===== config.mk =====
export PLATFORM = sky130hd
export DESIGN_NAME = key_setpoint_entry
export DESIGN_NICKNAME = d
export VERILOG_FILES = /design/src/rtl/kse_pkg.sv /design/src/rtl/kse_digit_filter.sv /design/src/rtl/kse_pos_ctr.sv /design/src/rtl/kse_weight.sv /design/src/rtl/kse_accum.sv /design/src/rtl/key_setpoint_entry.sv
export SDC_FILE = /design/constraint.sdc
export NUM_CORES = 1
export LEC_CHECK = 0
export ABC_AREA = 1
export BUFFER_PORTS_ARGS = -buffer_cell sky130_fd_sc_hd__buf_2
export CORE_ASPECT_RATIO = 0.6
export CORE_MARGIN = 2
export CORE_UTILIZATION = 40
export DETAILED_ROUTE_END_ITERATION = 7
export PLACE_DENSITY_LB_ADDON = 0.08
export SETUP_SLACK_MARGIN = 0.4
export SLEW_MARGIN = 20
export SYNTH_ARGS = -nofsm -noshare
export SYNTH_HDL_FRONTEND = slang
export SYNTH_HIERARCHICAL = 1
export SYNTH_SLANG_ARGS = --single-unit

===== constraint.sdc =====
create_clock -name clk_i -period 3.8 [get_ports clk_i]
set_input_delay 0.57 -clock clk_i [delete_from_list [all_inputs] [get_ports clk_i]]
set_output_delay 0.57 -clock clk_i [all_outputs]
set_load 0.03 [all_outputs]

===== src/rtl/kse_pkg.sv =====
package kse_pkg;
  localparam int unsigned DIGIT_W   = 4;
  localparam int unsigned MAX_DIGIT = 9;

  function automatic int unsigned pow10(input int unsigned n);
    int unsigned r;
    r = 1;
    for (int unsigned i = 0; i < n; i++) r = r * 10;
    return r;
  endfunction
endpackage


===== src/rtl/kse_digit_filter.sv =====
module kse_digit_filter
  import kse_pkg::*;
(
  input  logic [DIGIT_W-1:0] key_i,
  input  logic               key_vld_i,
  input  logic               clr_i,
  output logic               take_o
);
  logic is_digit;
  assign is_digit = (key_i <= DIGIT_W'(MAX_DIGIT));
  // clear wins over a simultaneous keypress
  assign take_o   = key_vld_i & is_digit & ~clr_i;
endmodule


===== src/rtl/kse_pos_ctr.sv =====
module kse_pos_ctr #(
  parameter int unsigned NUM_DIGITS = 4,
  localparam int unsigned POS_W = (NUM_DIGITS > 1) ? $clog2(NUM_DIGITS) : 1
) (
  input  logic             clk_i,
  input  logic             rst_ni,
  input  logic             clr_i,
  input  logic             take_i,
  output logic [POS_W-1:0] pos_o,
  output logic             last_o
);
  logic [POS_W-1:0] pos_q;

  assign last_o = (pos_q == POS_W'(NUM_DIGITS - 1));
  assign pos_o  = pos_q;

  always_ff @(posedge clk_i or negedge rst_ni) begin
    if (!rst_ni)     pos_q <= '0;
    else if (clr_i)  pos_q <= '0;
    else if (take_i) pos_q <= last_o ? '0 : pos_q + POS_W'(1);
  end

  AST_CLR_RESTART: assert property (@(posedge clk_i) disable iff (!rst_ni)
    clr_i |=> (pos_q == '0));
endmodule


===== src/rtl/kse_weight.sv =====
module kse_weight
  import kse_pkg::*;
#(
  parameter int unsigned NUM_DIGITS = 4,
  parameter int unsigned SP_W       = 14,
  parameter int unsigned POS_W      = 2
) (
  input  logic [DIGIT_W-1:0] digit_i,
  input  logic [POS_W-1:0]   pos_i,
  output logic [SP_W-1:0]    term_o
);
  localparam int unsigned SLOTS = 2 ** POS_W;

  logic [SP_W-1:0] prod [SLOTS];

  // constant multiply per position; first position carries the highest power
  for (genvar p = 0; p < SLOTS; p++) begin : g_slot
    if (p < NUM_DIGITS) begin : g_used
      assign prod[p] = SP_W'(digit_i) * SP_W'(pow10(NUM_DIGITS - 1 - p));
    end else begin : g_unused
      assign prod[p] = '0;
    end
  end

  assign term_o = prod[pos_i];
endmodule


===== src/rtl/kse_accum.sv =====
module kse_accum #(
  parameter int unsigned SP_W   = 14,
  parameter int unsigned SP_MAX = 9999
) (
  input  logic            clk_i,
  input  logic            rst_ni,
  input  logic            clr_i,
  input  logic            take_i,
  input  logic            last_i,
  input  logic [SP_W-1:0] term_i,
  output logic [SP_W-1:0] setpt_o,
  output logic            setpt_vld_o
);
  logic [SP_W-1:0] part_q, setpt_q, sum;
  logic            vld_q;

  assign sum = part_q + term_i;

  always_ff @(posedge clk_i or negedge rst_ni) begin
    if (!rst_ni) begin
      part_q  <= '0;
      setpt_q <= '0;
      vld_q   <= 1'b0;
    end else begin
      vld_q <= 1'b0;
      if (clr_i) begin
        part_q <= '0;
      end else if (take_i) begin
        if (last_i) begin
          setpt_q <= sum;
          vld_q   <= 1'b1;
          part_q  <= '0;
        end else begin
          part_q  <= sum;
        end
      end
    end
  end

  assign setpt_o     = setpt_q;
  assign setpt_vld_o = vld_q;

  AST_VLD_PULSE: assert property (@(posedge clk_i) disable iff (!rst_ni)
    setpt_vld_o |=> !setpt_vld_o);
  AST_HOLD_SETPT: assert property (@(posedge clk_i) disable iff (!rst_ni)
    !setpt_vld_o |-> $stable(setpt_o));
  AST_CLR_KEEPS: assert property (@(posedge clk_i) disable iff (!rst_ni)
    clr_i |=> (!setpt_vld_o && $stable(setpt_o)));
  AST_NO_OVERFLOW: assert property (@(posedge clk_i) disable iff (!rst_ni)
    setpt_o <= SP_W'(SP_MAX));
endmodule


===== src/rtl/key_setpoint_entry.sv =====
module key_setpoint_entry
  import kse_pkg::*;
#(
  parameter int unsigned NUM_DIGITS = 4,
  localparam int unsigned SP_W  = $clog2(pow10(NUM_DIGITS)),
  localparam int unsigned POS_W = (NUM_DIGITS > 1) ? $clog2(NUM_DIGITS) : 1
) (
  input  logic               clk_i,
  input  logic               rst_ni,
  input  logic [DIGIT_W-1:0] key_i,
  input  logic               key_vld_i,
  input  logic               clr_i,
  output logic [SP_W-1:0]    setpt_o,
  output logic               setpt_vld_o
);
  localparam int unsigned SP_MAX = pow10(NUM_DIGITS) - 1;

  logic             take, last;
  logic [POS_W-1:0] pos;
  logic [SP_W-1:0]  term;

  kse_digit_filter i_filter (
    .key_i     (key_i),
    .key_vld_i (key_vld_i),
    .clr_i     (clr_i),
    .take_o    (take)
  );

  kse_pos_ctr #(.NUM_DIGITS(NUM_DIGITS)) i_pos (
    .clk_i  (clk_i),
    .rst_ni (rst_ni),
    .clr_i  (clr_i),
    .take_i (take),
    .pos_o  (pos),
    .last_o (last)
  );

  kse_weight #(.NUM_DIGITS(NUM_DIGITS), .SP_W(SP_W), .POS_W(POS_W)) i_weight (
    .digit_i (key_i),
    .pos_i   (pos),
    .term_o  (term)
  );

  kse_accum #(.SP_W(SP_W), .SP_MAX(SP_MAX)) i_accum (
    .clk_i       (clk_i),
    .rst_ni      (rst_ni),
    .clr_i       (clr_i),
    .take_i      (take),
    .last_i      (last),
    .term_i      (term),
    .setpt_o     (setpt_o),
    .setpt_vld_o (setpt_vld_o)
  );

  AST_BAD_CODE: assert property (@(posedge clk_i) disable iff (!rst_ni)
    (key_vld_i && !clr_i && key_i > DIGIT_W'(MAX_DIGIT)) |=> $stable(pos));
  AST_IDLE_KEY: assert property (@(posedge clk_i) disable iff (!rst_ni)
    (!key_vld_i && !clr_i) |=> $stable(pos));
  AST_WRAP_START: assert property (@(posedge clk_i) disable iff (!rst_ni)
    setpt_vld_o |-> (pos == '0));
endmodule


# Yosys cells after proc, flatten, opt, wreduce, memory -nomap -nowiden
# Index checks and enable logic that the tools add are counted.
dict set report op_classes {
  eq_ne 1
  n_reduce_logical 2
  bitwise 4
  magnitude_cmp 2
  mux 12
  addsub 2
  mul 3
}
# op n
set ops {}
lappend ops {{$mux 14} 5}
lappend ops {{$bmux 14 s2} 1}
lappend ops {{$add 14x14->14} 1}
lappend ops {{$mul 4x7->11 const B} 1}
lappend ops {{$mul 4x5->9 const B} 1}
lappend ops {{$mul 4x3->7 const B} 1}
lappend ops {{$mux 2} 3}
lappend ops {{$le 4x4->1 const B} 1}
lappend ops {{$ge 3x3->1 const B} 1}
lappend ops {{$mux 1} 3}
lappend ops {{$not 2->3} 1}
lappend ops {{$reduce_and 3->1} 1}
lappend ops {{$add 2x1->2 const B} 1}
lappend ops {{$and 1x1->1} 2}
lappend ops {{$eq 2x2->1 const B} 1}
lappend ops {{$reduce_bool 2->1} 1}
lappend ops {{$not 1->1} 1}
dict set report totals {
  ff_bits 31
  word_cells 30
  in_bits 8
  out_inout_bits 15
}

# Depth between registers and ports, before layout
# Gate-level depths: netlist (run 1).
dict set report logic_depth {
  depth_word 8
  mapped_depth 22
  mapped_depth_nobuf 22
}

# Cells and area by module
# Netlist (run 1), hierarchy kept.
# mod cells_each area_each_um2 seq_area_each_um2 n_inst
set modules_own_cells {}
lappend modules_own_cells {kse_accum 261 1898.1 725.7 1}
lappend modules_own_cells {kse_weight 147 1001.0 0.0 1}
lappend modules_own_cells {kse_pos_ctr 12 101.3 50.0 1}
lappend modules_own_cells {kse_digit_filter 6 22.5 0.0 1}

# Least setup slack after synthesis (run 1)
# OpenSTA, ideal clock, no wires.
dict set report synth_path {
  kind {input port to flip-flop}
  start {input port key_i[1]}
  end {register i_accum.part_q[13]}
  setup_time_ns 0.118
  required_time_ns 3.682
  n_path_buf 0
  arrival_time_ns 3.442
  setup_slack_ns 0.240
  path_stages 21
  path_cell_list {fa_1 -> inv_1 -> fa_1 -> inv_1 -> ha_1 -> nand2_1 -> nand3_1 -> nand3_1 -> nand2_1 -> nor2_1 -> nor2_1 -> ha_1 -> nand2_1 -> nor2_1 -> inv_1 -> nor2_1 -> nand2_1 -> nand2_1 -> nand2_1 -> nand3_1 -> nand2_1}
}
dict set report synth_between {
  elab_chain_len 8
  elab_cells_between_ends 14
  cone_classes {1 x add/sub; 3 x mul; 1 x order compare; 6 x mux; 2 x bitwise; 1 x reduce/logical}
}
# element line
set synth_lines {}
lappend synth_lines {{start: declaration} key_setpoint_entry.sv:10} ;# input logic [DIGIT_W-1:0] key_i,
lappend synth_lines {{$mul 4x7->11 / $mul 4x5->9 (equally long branches)} kse_weight.sv:19} ;# assign prod[p] = SP_W'(digit_i) * SP_W'(pow10(NUM_DIGITS - 1 - p));
lappend synth_lines {{$bmux 14 s2 *} kse_weight.sv:25} ;# assign term_o = prod[pos_i];
lappend synth_lines {{$mux 14 (implied by the code) * (2 in series)} kse_weight.sv:25}
lappend synth_lines {{named net term[10]} key_setpoint_entry.sv:20} ;# logic [SP_W-1:0] term;
lappend synth_lines {{$add 14x14->14 *} kse_accum.sv:17} ;# assign sum = part_q + term_i;
lappend synth_lines {{$mux 14 *} kse_accum.sv:29} ;# if (last_i) begin
lappend synth_lines {{$mux 14 *} kse_accum.sv:28} ;# end else if (take_i) begin
lappend synth_lines {{$mux 14 *} kse_accum.sv:26} ;# if (clr_i) begin
lappend synth_lines {{end signal: assignment} kse_accum.sv:34} ;# part_q <= sum;
lappend synth_lines {{end: declaration} kse_accum.sv:14} ;# logic [SP_W-1:0] part_q, setpt_q, sum;
# The timed path passes the listed nets; every way through them passes the cells marked *. The select of a mux whose other input is x is not followed.
# A chain may end at the register's enable or synchronous reset.

# Final worst setup path (run 1)
dict set report layout_path {
  start {input port key_i[1]}
  end {register i_accum.setpt_q[13] (netlist: i_accum/setpt_o[13])}
}
dict set report layout_between {
  elab_chain_len 5
  elab_cells_between_ends 11
  cone_classes {1 x add/sub; 3 x mul; 1 x order compare; 3 x mux; 2 x bitwise; 1 x reduce/logical}
}
# element line
set layout_lines {}
lappend layout_lines {{$mul 4x7->11 / $mul 4x5->9 (equally long branches)} kse_weight.sv:19}
lappend layout_lines {{$bmux 14 s2 *} kse_weight.sv:25}
lappend layout_lines {{$mux 14 (implied by the code) * (2 in series)} kse_weight.sv:25}
lappend layout_lines {{named net term[9]} key_setpoint_entry.sv:20}
lappend layout_lines {{$add 14x14->14 *} kse_accum.sv:17}
lappend layout_lines {{end signal: assignment} kse_accum.sv:30} ;# setpt_q <= sum;
lappend layout_lines {{end: declaration} kse_accum.sv:14}
# Marks and branches as above.

==> metrics.txt, run 1 <==
Startpoint Class=input pin; Synth Area in Adders=21.9%; total congestion overflow=0; status=finished clean; Fin. Hold Viols=0; RSZ-0062 raised after global routing=yes; Detail Route Antenna Nets=0; met3 GRT Util=4.15%; critical path's largest stage delay=0.57 ns; min-delay worst type=in -> async; clk sinks=31; Ant. Diodes=0; Cell Pwr Density=409 nW/um^2; R2R setup slack=1.25 ns; clk root buf=clkbuf_16; clock-pin slew on the worst setup and hold paths=0.05 ns; Synth Area in Simple Gates=31.7%; Avg Cell Area, Syn=7.10 um^2; DR vias/cell=4.75; ys flop type=dfrtp_1; Yosys cell types=31; initial antenna violation count=0; Final Critical Period=3.52 ns; synth top area cells=dfrtp_1, nand2_1, ha_1, inv_1, nand3_1; largest net degree at the start of global routing=32; RR Startpoint=i_pos/pos_o[0]; DRC=0; setup_tns=0 ns; Non-Filler Instances=574; Clock Skew=0.00362 ns; fillers=706; Starting Density=41.4%; Hold Slack=0.343 ns; minimum setup slack after placement=-0.0568 ns; Synth Register Bits=31; R2R depth=15; endpoint of the worst-slack reg-to-reg timing path=i_accum/part_q[6]; post-synthesis compound-gate area fraction=8.11%; Pins Over Slew Limit=0; die area=8290 um^2; critical path endpoint category=register; Synth async-reset ratio=100%; maximum VDD drop=0.176 mV; Vias=2725; crit-path cells=buf_12, fa_1, inv_2, fa_1, inv_2, ha_4, nand3_4, nand3_4, nand2_2, a21oi_2, nor2_1, ha_1, nand2_2, nor2_4, inv_2, nor2_1, nand2_1, nand2_1, nand2_2, nand3_2, nand2_1; fmax=284 MHz; vias in the first global route=2573; Mapped Nets=481; drt first pass iters=4; Port Buffer Count=22; Worst EP required=3.97 ns; kind of critical path=in -> reg; io pins=23; Max-Cap Viols=0; Vert. Die Dim=71.3 um; post-synth top area cell=dfrtp_1; routing usage on met1=31.1%; Synth top area share=25.7%; # hold bufs at CTS=0; Util after Layout=51.6%; Syn. warnings=6; CP max stage cell=fa_1; area of the multi-input gates=2150 um^2; Commonest cells post-synth=nand2_1, inv_1, nand3_1; final worst slack=0.277 ns; share of cells above drive strength 1=23.4%; top-count cell post-synth=nand2_1; post-synthesis instance total=426; worst skew pair latency=0.28 ns; Sequential cell area=776 um^2; synthesis-to-layout area growth=24.5%; Buf/Inv on CP=4; post-synthesis mux area share=0%; DP HPWL=6.01 mm; Core Box Area=7300 um^2; slew margin rel.=30.7%; CP Data Arrival Time=3.69 ns; leakage=2.07 nW; placed insts=554; Final setup viols=0; met2 Track Usage GR=29.1%; initial drt markers=120; CTS tree=done; final wirelength=7.61 mm; CTS H-tree lvls=2; CP Max Fanout=4; global routing's busiest layer=met1; CP delay by family, top=adder cells; CTS max path bufs=2; largest family of logic cells by synthesized area=simple AND/OR/NAND/NOR gates; fin crit share=92.7%; wire length of the first global-routing pass=12.8 mm; WL per Instance=13.3 um; Mapped Area=3020 um^2; Synth Area in XOR/XNOR=2.61%; total CTS buffers=5; placer congestion estimate=0.831; GRT Total Usage=20.1%; worst slew pin tran=1.04 ns; nets=524; EDFF count, synth=0; register area share after synthesis=25.7%; overall die width=116 um; row count=24
-- worst register-to-register path: stages (launching register included) --
cell and delay, ns:
dfrtp_1 0.74, inv_2 0.14, nand2_1 0.14, nand2_1 0.06, nand2_1 0.05, o21ai_1 0.08, ha_1 0.38, nand2_1 0.09
nand2_1 0.06, inv_1 0.06, nand2_2 0.09, nand2_1 0.07, nand2_1 0.06, or2_2 0.28, nand3_1 0.07, nand2_1 0.06
-- cell usage in the layout (no fill, tap or decap), drive strengths merged --
| cell | synthesis | final |
|---|---|---|
| nand2 | 145 | 145 |
| buf | 5 | 41 |
| clkinv | 0 | 1 |
| fa | 10 | 10 |
| nand3b | 1 | 1 |
| xor2 | 3 | 3 |
| or2 | 1 | 1 |
| o22ai | 1 | 1 |
| nand3 | 42 | 42 |
| bufinv | 0 | 1 |
| ha | 37 | 37 |
| o221ai | 1 | 1 |
| clkbuf | 0 | 6 |
| xnor2 | 6 | 6 |
| inv | 69 | 69 |
| o211ai | 1 | 1 |
| nor2 | 28 | 28 |
| a21oi | 16 | 16 |
| nand4 | 4 | 4 |
| o21ai | 21 | 21 |
| nor3 | 4 | 4 |
| dfrtp | 31 | 31 |
-- layer usage --
metal	up-vias	part of all wire (%)	routed length, um
met5	-	0	0
met4	0	0.45	34
met3	5	3.8	292
li1	1441	-	-
met1	1244	55	4220
met2	35	40	3060
-- worst max-delay path by stage --
| stage | startpoint | endpoint | slack (ns) | depth (start not counted) |
|---|---|---|---|---|
| final | key_i[1] | i_accum/setpt_o[13] | 0.28 | 21 |
| after global routing | key_i[1] | i_accum/setpt_o[13] | 0.1 | 20 |
| after CTS | key_i[2] | i_accum/setpt_o[10] | 0.38 | 19 |
| after detailed placement | key_i[1] | i_accum/setpt_o[13] | -0.06 | 21 |
| after global placement | key_i[1] | i_accum/setpt_o[13] | -0.03 | 21 |
| after floorplan | key_i[3] | i_accum/part_q[13] | 0.36 | 20 |
-- sequential cells by signal, summed over array words and instances, names as in the netlist --
name and cells:
i_accum/setpt_o 14, i_accum/setpt_vld_o 1, i_accum/part_q 14, i_pos/pos_o 2
-- where the power goes --
| group | switching [mW] | internal [mW] | total, mW |
|---|---|---|---|
| Sequential | 0.0123 | 0.345 | 0.357 |
| Clock | 0.145 | 0.325 | 0.470 |
| Combinational | 0.419 | 0.292 | 0.712 |
-- cells by family after synthesis --
family | after synthesis
xor gates and xnor gates | 9
AOI/OAI and AO/OA | 40
buffers and inverters | 74
adders and majority gates | 47
DFF | 31
and+or+nand+nor | 225
-- area by class of cell --
class / instances / area share, %
Timing Repair Buffer: 41 / 7.38
Clock inverter: 2 / 0.931
Multi-Input combinational cell: 321 / 57.0
Sequential cell: 31 / 20.6
Clock buffer: 6 / 3.69
Tap cell: 104 / 3.46
Inverter: 69 / 6.95
-- stage by stage --
step	power, mW	instance area [um^2]
floorplan	0.770	3060
global placement	0.908	3310
detailed placement	0.910	3310
CTS	1.44	3570
global route	1.65	3760
finish	1.54	3760
-- repair_timing --
item | CTS | global route
pin swaps | 12 | 31
setup endpoints to repair | 10 | 11
resized for setup | 16 | 32
buffers inserted | 4 | 8
No activity file was read; power rests on OpenSTA's default activity.
==> run 2, diff against run 1 <==
SYNTH_HIERARCHICAL = default   (was 1)
==> run 2 against run 1 <==
Effect of this change: non-clock buffer count grew 9; flip-flop and latch count is the same; sequential power grew 12%; setup slack lost 0.19 ns; die area shrank 5.9%; register-to-register slack lost 0.21 ns; clock power shrank 13%; power grew 16%.
==> metrics.txt, run 2 <==
placer congestion estimate=0.878; total CTS buffers=5; kind of critical path=in -> reg; Detail Route Antenna Nets=0; die area=7800 um^2; synthesis-to-layout area growth=26.7%; placed insts=477; min-delay worst type=in -> async; Starting Density=41.9%; GRT Total Usage=18.0%; RSZ-0062 raised after global routing=yes; ys flop type=dfrtp_1; CP delay by family, top=adder cells; initial drt markers=157; Vert. Die Dim=69.2 um; register area share after synthesis=27.3%; Startpoint Class=input pin; crit-path cells=buf_8, fa_1, inv_2, fa_1, ha_4, a21oi_2, o21ai_2, or2_4, a21oi_2, nor3_2, ha_1, nand2_2, nor3_2, nand2_1, a21oi_2, nor2_2, inv_1, nand2_1, nand3_1, nand2_1; post-synth top area cell=dfrtp_1; status=finished clean; drt first pass iters=4; CP Max Fanout=3; Sequential cell area=776 um^2; nets=461; most common cell after layout, fill and taps aside=nand2_1; Synth Register Bits=31; Util after Layout=53.1%; worst skew pair latency=0.27 ns; EDFF count, synth=0; Clock Skew=0.00446 ns; leakage=1.92 nW; dpl cell area=3240 um^2; area of the multi-input gates=2050 um^2; fillers=631; CP max stage cell=fa_1; share of cells above drive strength 1=29.0%; critical path's largest stage delay=0.58 ns; wire length of the first global-routing pass=11.4 mm; Port Buffer Count=22; Mapped Nets=409; Yosys cell types=37; clock-pin slew on the worst setup and hold paths=0.05 ns; total power=1.79 mW; Fin. Hold Viols=0; top-count cell post-synth=nand2_1; row count=23; CP Data Arrival Time=3.88 ns; CTS max path bufs=2; worst slew pin tran=0.671 ns; design area=3590 um^2; critical path endpoint category=register; Commonest cells post-synth=nand2_1, ha_1, inv_1; synth top area cells=dfrtp_1, ha_1, nand2_1, fa_1, inv_1; Max-Cap Viols=0; CTS tree=done; total congestion overflow=0; clk root buf=clkbuf_16; post-synthesis instance total=350; Mapped Area=2840 um^2; DRC=0; Avg Cell Area, Syn=8.10 um^2; Buf/Inv on CP=3; Final Critical Period=3.72 ns; fmax=269 MHz; Vias=2430; setup_tns=0 ns; largest net degree at the start of global routing=32; Ant. Diodes=0; slew margin rel.=55.2%; CTS H-tree lvls=2; maximum VDD drop=0.254 mV; WL per Instance=13.5 um; Syn. warnings=0; Synth async-reset ratio=100%; Pins Over Slew Limit=0; vias in the first global route=2314; fin crit share=97.8%; Synth top area share=27.3%; DP HPWL=5.31 mm; Core Box Area=6760 um^2; initial antenna violation count=0; clk sinks=31; DR vias/cell=4.96; overall die width=113 um; final wirelength=6.61 mm; most frequent cells in the layout=nand2_1, ha_1, inv_1; Cell Pwr Density=499 nW/um^2; io pins=23; Non-Filler Instances=490; Final setup viols=0; Worst EP required=3.96 ns
-- run 2: cell types whose count changed in the layout (fill, tap and decap cells not counted), sizes merged, moves of 4 or more --
cell and change:
nand2 -47, inv -29, nand3 -23, a21oi +11, nor2 -11, o21ai +10
buf +9, ha +4
-- run 2: power by group --
group          internal, mW  total (mW)  switching, mW
clock network         0.278       0.411          0.133
logic                 0.425       0.980          0.555
registers             0.371       0.401         0.0309
-- run 2: repair_timing --
item / 4_1_cts / 5_1_grt
cloned: 0 / 0
hold buffers: 0 / 0
gates resized for setup: 17 / 25
setup buffers: 2 / 3
endpoints found under the setup margin: 10 / 12
pin swaps: 14 / 18
-- run 2: kinds of logic (layout without fill, tap and decap cells) --
| kind of cell | count (synthesis) | after routing | share of synthesized area, % |
|---|---|---|---|
| compound gates | 69 | 69 | 15.3 |
| xor+xnor | 11 | 11 | 3.40 |
| fa+ha+maj | 51 | 51 | 25.1 |
| buf+inv | 45 | 98 | 6.62 |
| flops | 31 | 31 | 27.3 |
| simple gates | 143 | 143 | 22.2 |
-- run 2: path summary, 6_finish.rpt --
kind	from	cells past startpoint	endpoint	slack [ns]
min in group clk_i	i_accum.setpt_o[8]	2	i_accum.setpt_o[8]	0.47
worst max register to register	i_pos.pos_o[0]	12	i_accum.setpt_o[12]	1.04
max in group asynchronous	rst_ni	1	i_accum.setpt_o[12]	3.03
worst min-delay path	rst_ni	1	i_pos.pos_o[0]	0.33
worst max-delay path	key_i[2]	20	i_accum.setpt_o[13]	0.08
worst min register to register	i_accum.setpt_o[8]	2	i_accum.setpt_o[8]	0.47
-- run 2: metal layers --
| layer | GRT usage [%] | wire length, um | part of all wire, % | up-vias |
|---|---|---|---|---|
| li1 | - | - | - | 1268 |
| met1 | 29.4 | 3660 | 55 | 1112 |
| met2 | 24.6 | 2600 | 39 | 45 |
| met3 | 4.37 | 331 | 5.0 | 5 |
| met4 | 1.76 | 15 | 0.23 | 0 |
| met5 | 0 | 0 | 0 | - |
-- run 2: final cells by class --
class / count / area share, %
Clock buffer: 8 / 4.35
Sequential cell: 31 / 21.6
Inverter: 40 / 4.25
Timing Repair Buffer: 50 / 9.78
Tap cell: 87 / 3.03
Multi-Input combinational cell: 274 / 57.0
-- run 2: per-stage QoR --
step | hold WS, ns | worst slack (ns)
final | 0.331 | 0.0848
after global routing | 0.403 | -0.107
after CTS | 0.360 | 0.0815
after detailed placement | 0.460 | -0.227
after global placement | 0.460 | -0.148
after floorplan | 0.274 | 0.140
==> run 3, diff against run 2 <==
MAX_ROUTING_LAYER = met4   (was default)
==> run 3 against run 2 <==
Effect of this change: flip-flop and latch count did not move; die area is the same; register-to-register slack about the same; highest routed layer unchanged; sequential power about the same; setup slack improved by 0.0036 ns; non-clock buffer count unchanged; maximum frequency about the same; worst hold slack about the same; largest cell class unchanged.
==> metrics.txt, run 3 (same netlist as run 2, synthesis figures left out) <==
global routing's busiest layer=met1; Startpoint Class=input pin; clock power share=22.9%; worst skew pair latency=0.27 ns; row count=23; largest net degree at the start of global routing=32; RSZ-0062 raised after global routing=yes; clk sinks=31; most common cell after layout, fill and taps aside=nand2_1; # hold bufs at CTS=0; drt first pass iters=4; overall die width=113 um; Pins Over Slew Limit=0; Cell Pwr Density=499 nW/um^2; WL per Instance=13.5 um; leakage=1.92 nW; io pins=23; DP HPWL=5.31 mm; share of cells above drive strength 1=29.0%; kind of critical path=in -> reg; CP Data Arrival Time=3.87 ns; R2R setup slack=1.04 ns; crit-path cells=buf_8, fa_1, inv_2, fa_1, ha_4, a21oi_2, o21ai_2, or2_4, a21oi_2, nor3_2, ha_1, nand2_2, nor3_2, nand2_1, a21oi_2, nor2_2, inv_1, nand2_1, nand3_1, nand2_1; most frequent cells in the layout=nand2_1, ha_1, inv_1; Flop pwr share=22.4%; Starting Density=41.9%; vias in the first global route=2313; slew margin rel.=55.1%; worst slew pin tran=0.674 ns; Final setup viols=0; Comb pwr share=54.7%; met3 GRT Util=4.28%; nets=461; sw power=718 uW; met2 Track Usage GR=24.6%; Detail Route Antenna Nets=0; critical path endpoint category=register; DRC=0; CTS max path bufs=2; fmax=269 MHz; DR vias/cell=4.95; maximum VDD drop=0.254 mV; die area=7800 um^2; clock-pin slew on the worst setup and hold paths=0.05 ns; Max-Cap Viols=0; routing usage on met1=29.4%; CTS tree=done; CTS H-tree lvls=2; RR Startpoint=i_pos.pos_o[0]; min-delay worst type=in -> async; Vert. Die Dim=69.2 um; total power=1.79 mW; initial drt markers=155; CP max stage cell=fa_1; R2R depth=13; fillers=631; critical path's largest stage delay=0.58 ns; status=finished clean; Final Critical Period=3.71 ns; total congestion overflow=0; synthesis-to-layout area growth=26.7%; switch share=40.1%; final wirelength=6.60 mm; endpoint of the worst-slack reg-to-reg timing path=i_accum.setpt_o[12]; area of the multi-input gates=2050 um^2; Clock Skew=0.00414 ns; internal power=1.07 mW; CP Max Fanout=3; total CTS buffers=5; wire length of the first global-routing pass=11.4 mm; Sequential cell area=776 um^2; placer congestion estimate=0.892; Ant. Diodes=0; Util after Layout=53.1%; Port Buffer Count=22; Fin. Hold Viols=0; Worst EP required=3.96 ns; GRT Total Usage=18.5%; Core Box Area=6760 um^2; initial antenna violation count=0; Vias=2425; clk root buf=clkbuf_16; fin crit share=97.7%
run 3: cell counts in the layout (fill, tap and decap cells not counted):
Identical to the previous run, type by type.
run 3: stage by stage:
step | hold slack [ns] | instances | setup TNS [ns] | area [um^2] | setup WS (ns)
3_3_place_gp | 0.460 | 477 | -0.495 | 3240 | -0.148
3_5_place_dp | 0.460 | 477 | -0.989 | 3240 | -0.227
2_1_floorplan | 0.274 | 350 | 0 | 2880 | 0.140
5_1_grt | 0.406 | 490 | -0.288 | 3590 | -0.107
6_report | 0.331 | 490 | 0 | 3590 | 0.0884
4_1_cts | 0.360 | 487 | 0 | 3470 | 0.0815
run 3: critical path: cells and delay by family:
| kind | cells | cell delay [ns] |
|---|---|---|
| fa+ha+maj | 4 | 1.71 |
| simple gates | 9 | 0.90 |
| buf+inv | 3 | 0.21 |
| compound gates | 4 | 0.48 |
run 3: metal layers:
metal / vias up / wire length [um]
met1: 1111 / 3660
met3: 3 / 339
li1: 1268 / -
met4: 0 / 10
met2: 43 / 2600
met5: - / 0
run 3: area by class of cell:
| class | instances | share of cell area [%] |
|---|---|---|
| Clock buffer | 8 | 4.35 |
| Multi-Input combinational cell | 274 | 57.0 |
| Timing Repair Buffer | 50 | 9.78 |
| Inverter | 40 | 4.25 |
| Tap cell | 87 | 3.03 |
| Sequential cell | 31 | 21.6 |
run 3: timing repair:
action,CTS,global route
pin swaps,14,18
setup buffers,2,3
endpoints found under the hold margin,0,0
endpoints found under the setup margin,10,12
gates resized for setup,17,25
run 3: how the worst max path moves through the flow:
stage	end	depth (start not counted)	startpoint
global placement	i_accum.part_q[13]	23	key_i[3]
detailed placement	i_accum.setpt_o[13]	23	key_i[3]
CTS	i_accum.setpt_o[13]	22	key_i[3]
finish	i_accum.setpt_o[13]	20	key_i[2]
global route	i_accum.setpt_o[13]	23	key_i[2]
floorplan	i_accum.part_q[13]	22	key_i[3]
run 3: power by group through the flow:
stage	combinational (mW)	sequential [mW]	clock, mW
2_1_floorplan	0.532	0.422	0
6_report	0.979	0.401	0.411
3_3_place_gp	0.801	0.407	0
3_5_place_dp	0.803	0.406	0
5_1_grt	1.09	0.406	0.440
4_1_cts	0.873	0.401	0.423
